File: src/rtl/bpred_pkg.sv
package bpred_pkg;
   typedef enum logic [1:0] {
      SRC_FALL = 2'd0,
      SRC_TBL  = 2'd1,
      SRC_STK  = 2'd2
   } tgt_src_e;
endpackage

File: src/rtl/bpred_ctr_table.sv
module bpred_ctr_table #(
   parameter int PC_W    = 32,
   parameter int OFF_W   = 2,
   parameter int ENTRIES = 64,
   parameter int CTR_W   = 2
) (
   input  logic            clk,
   input  logic            rst_n,
   input  logic [PC_W-1:0] rd_pc,
   output logic            rd_taken,
   input  logic            wr_en,
   input  logic [PC_W-1:0] wr_pc,
   input  logic            wr_taken
);
   localparam int IDX_W = $clog2(ENTRIES);
   localparam logic [CTR_W-1:0] CTR_MAX  = '1;
   localparam logic [CTR_W-1:0] CTR_MIN  = '0;
   localparam logic [CTR_W-1:0] CTR_INIT = {1'b0, {(CTR_W-1){1'b1}}};

   if (CTR_W < 2) begin : g_bad_ctr
      $error("CTR_W must be at least 2");
   end
   if ((ENTRIES & (ENTRIES - 1)) != 0) begin : g_bad_depth
      $error("counter ENTRIES must be a power of two");
   end

   logic [CTR_W-1:0] ctr_q [ENTRIES];
   logic [IDX_W-1:0] rd_idx, wr_idx;
   logic [CTR_W-1:0] cur, nxt;
   logic             unused_pc;

   assign rd_idx    = rd_pc[OFF_W +: IDX_W];
   assign wr_idx    = wr_pc[OFF_W +: IDX_W];
   assign rd_taken  = ctr_q[rd_idx][CTR_W-1];
   assign unused_pc = ^{rd_pc, wr_pc};

   always_comb begin
      cur = ctr_q[wr_idx];
      nxt = cur;
      if (wr_taken && cur != CTR_MAX)
         nxt = cur + 1'b1;
      else if (!wr_taken && cur != CTR_MIN)
         nxt = cur - 1'b1;
   end

   always_ff @(posedge clk or negedge rst_n) begin
      if (!rst_n) begin
         for (int i = 0; i < ENTRIES; i++)
            ctr_q[i] <= CTR_INIT;
      end else if (wr_en) begin
         ctr_q[wr_idx] <= nxt;
      end
   end
endmodule

File: src/rtl/bpred_tgt_table.sv
module bpred_tgt_table #(
   parameter int PC_W    = 32,
   parameter int OFF_W   = 2,
   parameter int ENTRIES = 16,
   parameter int TAG_W   = 8,
   parameter int THREADS = 2,
   parameter int TID_W   = 1
) (
   input  logic             clk,
   input  logic             rst_n,
   input  logic [PC_W-1:0]  rd_pc,
   input  logic [TID_W-1:0] rd_tid,
   output logic             rd_hit,
   output logic [PC_W-1:0]  rd_target,
   input  logic             wr_en,
   input  logic [PC_W-1:0]  wr_pc,
   input  logic [TID_W-1:0] wr_tid,
   input  logic [PC_W-1:0]  wr_target
);
   localparam int IDX_W = $clog2(ENTRIES);
   localparam int TAG_LO = OFF_W + IDX_W;

   if ((ENTRIES & (ENTRIES - 1)) != 0) begin : g_bad_depth
      $error("target ENTRIES must be a power of two");
   end
   if (TAG_LO + TAG_W > PC_W) begin : g_bad_tag
      $error("tag field exceeds the PC width");
   end
   if ((THREADS & (THREADS - 1)) != 0) begin : g_bad_thr
      $error("THREADS must be a power of two");
   end

   logic [ENTRIES-1:0] valid_q [THREADS];
   logic [PC_W-1:0]    target_q [ENTRIES];
   logic [IDX_W-1:0]   rd_idx, wr_idx;
   logic               tag_ok;
   logic               unused_pc;

   assign rd_idx    = rd_pc[OFF_W +: IDX_W];
   assign wr_idx    = wr_pc[OFF_W +: IDX_W];
   assign rd_target = target_q[rd_idx];
   assign rd_hit    = valid_q[rd_tid][rd_idx] && tag_ok;
   assign unused_pc = ^{rd_pc, wr_pc};

   if (TAG_W > 0) begin : g_tagged
      logic [TAG_W-1:0] tag_q [ENTRIES];
      assign tag_ok = (tag_q[rd_idx] == rd_pc[TAG_LO +: TAG_W]);
      always_ff @(posedge clk or negedge rst_n) begin
         if (!rst_n) begin
            for (int i = 0; i < ENTRIES; i++)
               tag_q[i] <= '0;
         end else if (wr_en) begin
            tag_q[wr_idx] <= wr_pc[TAG_LO +: TAG_W];
         end
      end
   end else begin : g_untagged
      assign tag_ok = 1'b1;
   end

   always_ff @(posedge clk or negedge rst_n) begin
      if (!rst_n) begin
         for (int t = 0; t < THREADS; t++)
            valid_q[t] <= '0;
         for (int i = 0; i < ENTRIES; i++)
            target_q[i] <= '0;
      end else if (wr_en) begin
         target_q[wr_idx] <= wr_target;
         for (int t = 0; t < THREADS; t++)
            valid_q[t][wr_idx] <= (TID_W'(t) == wr_tid);
      end
   end
endmodule

File: src/rtl/bpred_front.sv
module bpred_front #(
   parameter int PC_W        = 32,
   parameter int INST_BYTES  = 4,
   parameter int CTR_ENTRIES = 64,
   parameter int CTR_W       = 2,
   parameter int TGT_ENTRIES = 16,
   parameter int TAG_W       = 8,
   parameter int THREADS     = 2,
   parameter int TID_W       = (THREADS > 1) ? $clog2(THREADS) : 1
) (
   input  logic             clk,
   input  logic             rst_n,
   input  logic             fetch_valid,
   input  logic [PC_W-1:0]  fetch_pc,
   input  logic [TID_W-1:0] fetch_tid,
   input  logic             is_uncond,
   input  logic             is_call,
   input  logic             is_return,
   output logic             pred_taken,
   output logic [PC_W-1:0]  next_pc,
   input  logic [PC_W-1:0]  ras_top,
   output logic             ras_pop,
   output logic             ras_push,
   output logic [PC_W-1:0]  ras_push_addr,
   output logic             rec_valid,
   output logic             rec_taken,
   output logic             rec_call,
   output logic             rec_used_ras,
   input  logic             ctr_upd_valid,
   input  logic [PC_W-1:0]  ctr_upd_pc,
   input  logic             ctr_upd_taken,
   input  logic             btb_upd_valid,
   input  logic [PC_W-1:0]  btb_upd_pc,
   input  logic [TID_W-1:0] btb_upd_tid,
   input  logic             btb_upd_taken,
   input  logic [PC_W-1:0]  btb_upd_target
);
   import bpred_pkg::*;

   localparam int OFF_W = $clog2(INST_BYTES);

   if ((INST_BYTES & (INST_BYTES - 1)) != 0) begin : g_bad_inst
      $error("INST_BYTES must be a power of two");
   end

   logic            ctr_says_taken;
   logic            tbl_hit;
   logic [PC_W-1:0] tbl_target;
   logic [PC_W-1:0] fall_pc;
   logic            dir_taken;
   tgt_src_e        src;

   bpred_ctr_table #(
      .PC_W(PC_W), .OFF_W(OFF_W), .ENTRIES(CTR_ENTRIES), .CTR_W(CTR_W)
   ) ctr_i (
      .clk(clk), .rst_n(rst_n),
      .rd_pc(fetch_pc), .rd_taken(ctr_says_taken),
      .wr_en(ctr_upd_valid), .wr_pc(ctr_upd_pc), .wr_taken(ctr_upd_taken)
   );

   bpred_tgt_table #(
      .PC_W(PC_W), .OFF_W(OFF_W), .ENTRIES(TGT_ENTRIES), .TAG_W(TAG_W),
      .THREADS(THREADS), .TID_W(TID_W)
   ) tgt_i (
      .clk(clk), .rst_n(rst_n),
      .rd_pc(fetch_pc), .rd_tid(fetch_tid),
      .rd_hit(tbl_hit), .rd_target(tbl_target),
      .wr_en(btb_upd_valid && btb_upd_taken), .wr_pc(btb_upd_pc),
      .wr_tid(btb_upd_tid), .wr_target(btb_upd_target)
   );

   assign fall_pc   = fetch_pc + PC_W'(INST_BYTES);
   assign dir_taken = fetch_valid && (is_uncond || ctr_says_taken);

   always_comb begin
      src = SRC_FALL;
      if (dir_taken) begin
         if (is_return)
            src = SRC_STK;
         else if (tbl_hit)
            src = SRC_TBL;
      end
   end

   always_comb begin
      unique case (src)
         SRC_STK: next_pc = ras_top;
         SRC_TBL: next_pc = tbl_target;
         default: next_pc = fall_pc;
      endcase
   end

   assign pred_taken    = (src != SRC_FALL);
   assign ras_pop       = dir_taken && is_return;
   assign ras_push      = dir_taken && !is_return && is_call;
   assign ras_push_addr = fall_pc;
   assign rec_valid     = fetch_valid;
   assign rec_taken     = pred_taken;
   assign rec_call      = ras_push;
   assign rec_used_ras  = ras_pop;
endmodule

File: config.mk
export PLATFORM = sky130hd
export DESIGN_NAME = bpred_front
export DESIGN_NICKNAME = d
export VERILOG_FILES = /design/src/rtl/bpred_pkg.sv /design/src/rtl/bpred_ctr_table.sv /design/src/rtl/bpred_tgt_table.sv /design/src/rtl/bpred_front.sv
export SDC_FILE = /design/constraint.sdc
export NUM_CORES = 2
export LEC_CHECK = 0
export BUFFER_PORTS_ARGS = -buffer_cell sky130_fd_sc_hd__clkbuf_2
export CAP_MARGIN = 10
export CORE_MARGIN = 2
export CORE_UTILIZATION = 50
export DETAILED_ROUTE_END_ITERATION = 10
export PLACE_DENSITY = 0.79
export SLEW_MARGIN = 25
export SYNTH_ARGS = -nofsm -noshare
export SYNTH_HDL_FRONTEND = slang
export SYNTH_SLANG_ARGS = --single-unit
File: constraint.sdc
create_clock -name clk -period 4 [get_ports clk]
set_input_delay 0 -clock clk [delete_from_list [all_inputs] [get_ports clk]]
set_output_delay 0 -clock clk [all_outputs]
set_load 0.1 [all_outputs]
==> run_results.csv <==
group,metric,value,unit
place,placed_area,41410,µm²
job,max_cap_viol_count,0,
final_layout,layout-drive-gt1-share,51.08,%
timing,layout_setup_ws,-0.2934,ns
logic_synthesis,synthSimpleGateAreaFrac,4.207,%
floorplanning,die_h,280.9,µm
route,drt-wirelength-per-cell,26.23,µm
logic_synthesis,synth_top_family_by_area,"multiplexers",
setup_path,cp.required,4.00,ns
setup_path,crit_arrival,4.29,ns
pwr,p_per_area,519.6,nW/µm²
setup_path,critPathLaunchType,"flip-flop",
timing,fin_crit_sh,107.3,%
global_route,track_usage,26.26,%
timing,max_freq,0.2329,GHz
clocking,cts-root-buf,"clkbuf_16",
clocking,clk_latency,0.64,ns
place,place.port_buffers,196,
logic_synthesis,synth_compound_area_share,4.680,%
pwr,p_total,23.49,mW
global_route,grt_max_degree,117,
pwr,power_frac_seq,45.4,%
logic_synthesis,syn_inst,2642,
logic_synthesis,yosysSeqAreaShare,52.43,%
pwr,p_int,17.04,mW
setup_path,critical_path_class,"flip-flop to output port",
setup_path,slowest_delay,0.53,ns
route,viasPerCell,6.298,
pwr,p_clk_share,34.4,%
clocking,numCtsBuffers,82,
timing,rsz0062_at_grt,"true",
global_route,overflow,0,
logic_synthesis,synth_fa_ha_area_share,0.1958,%
setup_path,critical_path.cell_chain,"mux4_1 -> mux4_2 -> xnor2_2 -> nand2_1 -> a2111o_1 -> or4_4 -> ha_4 -> buf_12 -> clkbuf_16 -> nor2_2 -> nor2_4 -> buf_12",
timing,report.final.slew_viol_count,0,
timing,relSlewSlack,20.69,%
pwr,comb_power_share,20.2,%
route,antenna_left,0,
logic_synthesis,ys_seq_elements,800,
timing,fin_skew,0.01172,ns
timing,final_hold_viol_count,0,
pwr,worst_ir_drop_vdd,0.0003423,V
logic_synthesis,netlist_area,38340,µm²
clocking,clkTransAtPathRegs,0.06,ns
route,vias,24840,
setup_path,cp_top_family,"multiplexers",
setup_path,reg2reg_depth,12,
logic_synthesis,avgSynthCellArea,14.51,µm²
global_route,grt_pass1_vias,27000,
logic_synthesis,synthTopCellsByArea,"dfrtp_1 48%, mux2_2 20%, mux4_2 13%, dfstp_2 4.4%, o31ai_1 2.5%",
timing,fin_crit,4.293,ns
floorplanning,die-area,78900,µm²
route,post-route-drc-count,0,
logic_synthesis,yosysTopAreaCellShare,48.04,%
floorplanning,rows,101,
logic_synthesis,synth_edf_count,0,
timing,setup_viol,32,
final_layout,final_net_count,3022,
logic_synthesis,synth_xor_area_share,0.8453,%
clocking,cts_tree,"built",
setup_path,worstPathMaxFanout,9,
floorplanning,die_x,280.9,µm
setup_path,critPathBufInv,3,
final_layout,areaGrowthSynthToFinish,17.94,%
global_route,antenna_found_initial,10,
global_route,grt_pass1_wl,158.4,mm
floorplanning,start_util,50.48,%
logic_synthesis,async_reset_ff_share,100.0,%
route,routed_wl,103.5,mm
place,place.gp.congestion,0.9170,
place,hpwl,61.91,mm
pwr,power_switching,6.454,mW
logic_synthesis,synth.area.mux_share,34.88,%
setup_path,crit_cells,12,
setup_path,crit_top_cell,"buf_12",
clocking,cts_buffer_depth,3,
pwr,p_sw_share,27.47,%
logic_synthesis,yosysTopAreaCell,"dfrtp_1",
floorplanning,core,75950,µm²
clocking,htreeDepth,3,
run_status,violations,"negative setup slack",
clocking,cts_sinks,800,
hold_path,hold_class,"primary input to asynchronous set/reset pin",
final_layout,final_design_area_no_fill,45210,µm²
floorplanning,io_pins,243,
logic_synthesis,ys_warn_count,0,
timing,tightest_slew,1.185,ns
run_status,status,"finished with violations",
pwr,p_leak,19.70,nW
logic_synthesis,synth_cell_types,58,
route,detail_route.iter0.violations,2182,
timing,whs,0.02014,ns
setup_path,worstSetupEndpointType,"output port",
route,drtPass1Iterations,5,
logic_synthesis,synthesis.nets,2820,
logic_synthesis,synth-main-ff-cell,"dfrtp_1",
setup_path,cp_slowest_cell,"mux4_2",
## layer usage
layer	wire, µm	vias to the layer above	GRT usage, %	part of all wire (%)
li1	-	10310	-	-
met1	40050	13100	33.02	39
met2	51080	1129	43.81	49
met3	8483	292	6.459	8.2
met4	3764	12	10.46	3.6
met5	79	-	0	0.076
## power by group through the flow
stage               registers [mW]  clock network [mW]  logic [mW]
finish                        10.7                8.08        4.75
global route                  10.8                8.54        5.07
CTS                           10.6                8.20        4.69
detailed placement            10.7                   0        4.59
global placement              10.6                   0        4.37
floorplan                     10.4                   0        3.45
## Yosys cell counts, types with 7 or more instances
cell type  instances
buf_2             34
nor3_1            11
mux2i_1           22
xnor2_1           17
a21oi_1           28
nor2_1            72
nand3_1           16
nand4_1            7
nor4_1            12
dfrtp_1          736
o31ai_1          128
dfstp_2           64
clkbuf_1         169
nand2_1          217
nand2b_1           8
inv_1             16
a22oi_1           18
mux2_2           673
mux4_2           223
mux4_1            21
xor2_1            20
buf_4              9
a221oi_1          24
buf_1             12
## flip-flops by register name, summed over array words and instances (netlist names)
register / cells
ctr_i.ctr_q: 128
tgt_i.valid_q: 32
tgt_i.g_tagged.tag_q: 128
tgt_i.target_q: 512
## path summary, 6_finish.rpt
kind,startpoint,endpoint,slack [ns]
worst max-delay path,tgt_i.g_tagged.tag_q[83]$_DFFE_PN0P_,next_pc[28],-0.29
worst min-delay path,rst_n,tgt_i.target_q[205]$_DFFE_PN0P_,0.02
worst max register to register,ctr_i.ctr_q[109]$_DFFE_PN0P_,ctr_i.ctr_q[16]$_DFFE_PN1P_,0.37
worst min register to register,ctr_i.ctr_q[98]$_DFFE_PN1P_,ctr_i.ctr_q[98]$_DFFE_PN1P_,0.47
max in group asynchronous,rst_n,tgt_i.target_q[251]$_DFFE_PN0P_,2.85
min in group clk,ctr_upd_pc[6],ctr_i.ctr_q[124]$_DFFE_PN1P_,0.05
## cells by family after synthesis
| group | Yosys count |
|---|---|
| AND/OR/NAND/NOR | 374 |
| XOR/XNOR | 37 |
| flip-flops | 800 |
| multiplexers | 939 |
| AO/OA/AOI/OAI | 239 |
| buffers and inverters | 247 |
| adder cells (fa/ha/maj) | 6 |
## final cells by class
| cell class | instances | area [µm²] |
|---|---|---|
| Fill cell | 5485 | 30740 |
| Inverter | 18 | 70.07 |
| Antenna cell | 5 | 12.51 |
| Timing Repair Buffer | 347 | 3084 |
| Clock inverter | 36 | 533.0 |
| Multi-Input combinational cell | 1595 | 17790 |
| Sequential cell | 800 | 20100 |
| Tap cell | 1030 | 1289 |
| Clock buffer | 113 | 2338 |
## metrics by stage
stage,TNS (ns),util [%],setup slack [ns],std cells
after floorplan,0,-,0.02951,2642
after global placement,0,54.52,0.02619,3729
after detailed placement,0,54.52,0.02974,3729
after CTS,-7.324,59.16,-0.2885,3928
after global routing,-9.563,59.52,-0.3525,3942
final,-7.178,59.53,-0.2934,3944
## what timing repair did
item	4_1_cts	5_1_grt
hold endpoints to repair	757	0
hold buffers	48	0
resized for setup	27	22
gates cloned	1	6
setup buffers	1	5
endpoints found under the setup margin	32	32
pin swaps	2	3
## cell usage in the layout (no fill, tap or decap), types with 8 or more instances in the layout
master         instances
inv_1                 16
dlygate4sd3_1         48
nand3_1               14
bufinv_16             10
mux4_2               228
nor2_1                47
mux2_2               670
o31ai_1              128
a221oi_2              13
clkbuf_2             157
mux4_1                16
a21oi_4               12
nand2_1              216
dfstp_2               64
nor2_4                21
dfrtp_1              736
clkbuf_8              17
a221oi_1               8
clkinv_2              15
nor4_1                11
a22oi_1               12
clkbuf_16             86
mux2i_1               22
nor3_1                 9
xor2_1                19
buf_12                49
a21oi_1               16
buf_4                 81
clkbuf_1              14
xnor2_1               15
Note: power is estimated with default switching activity, not from simulation.
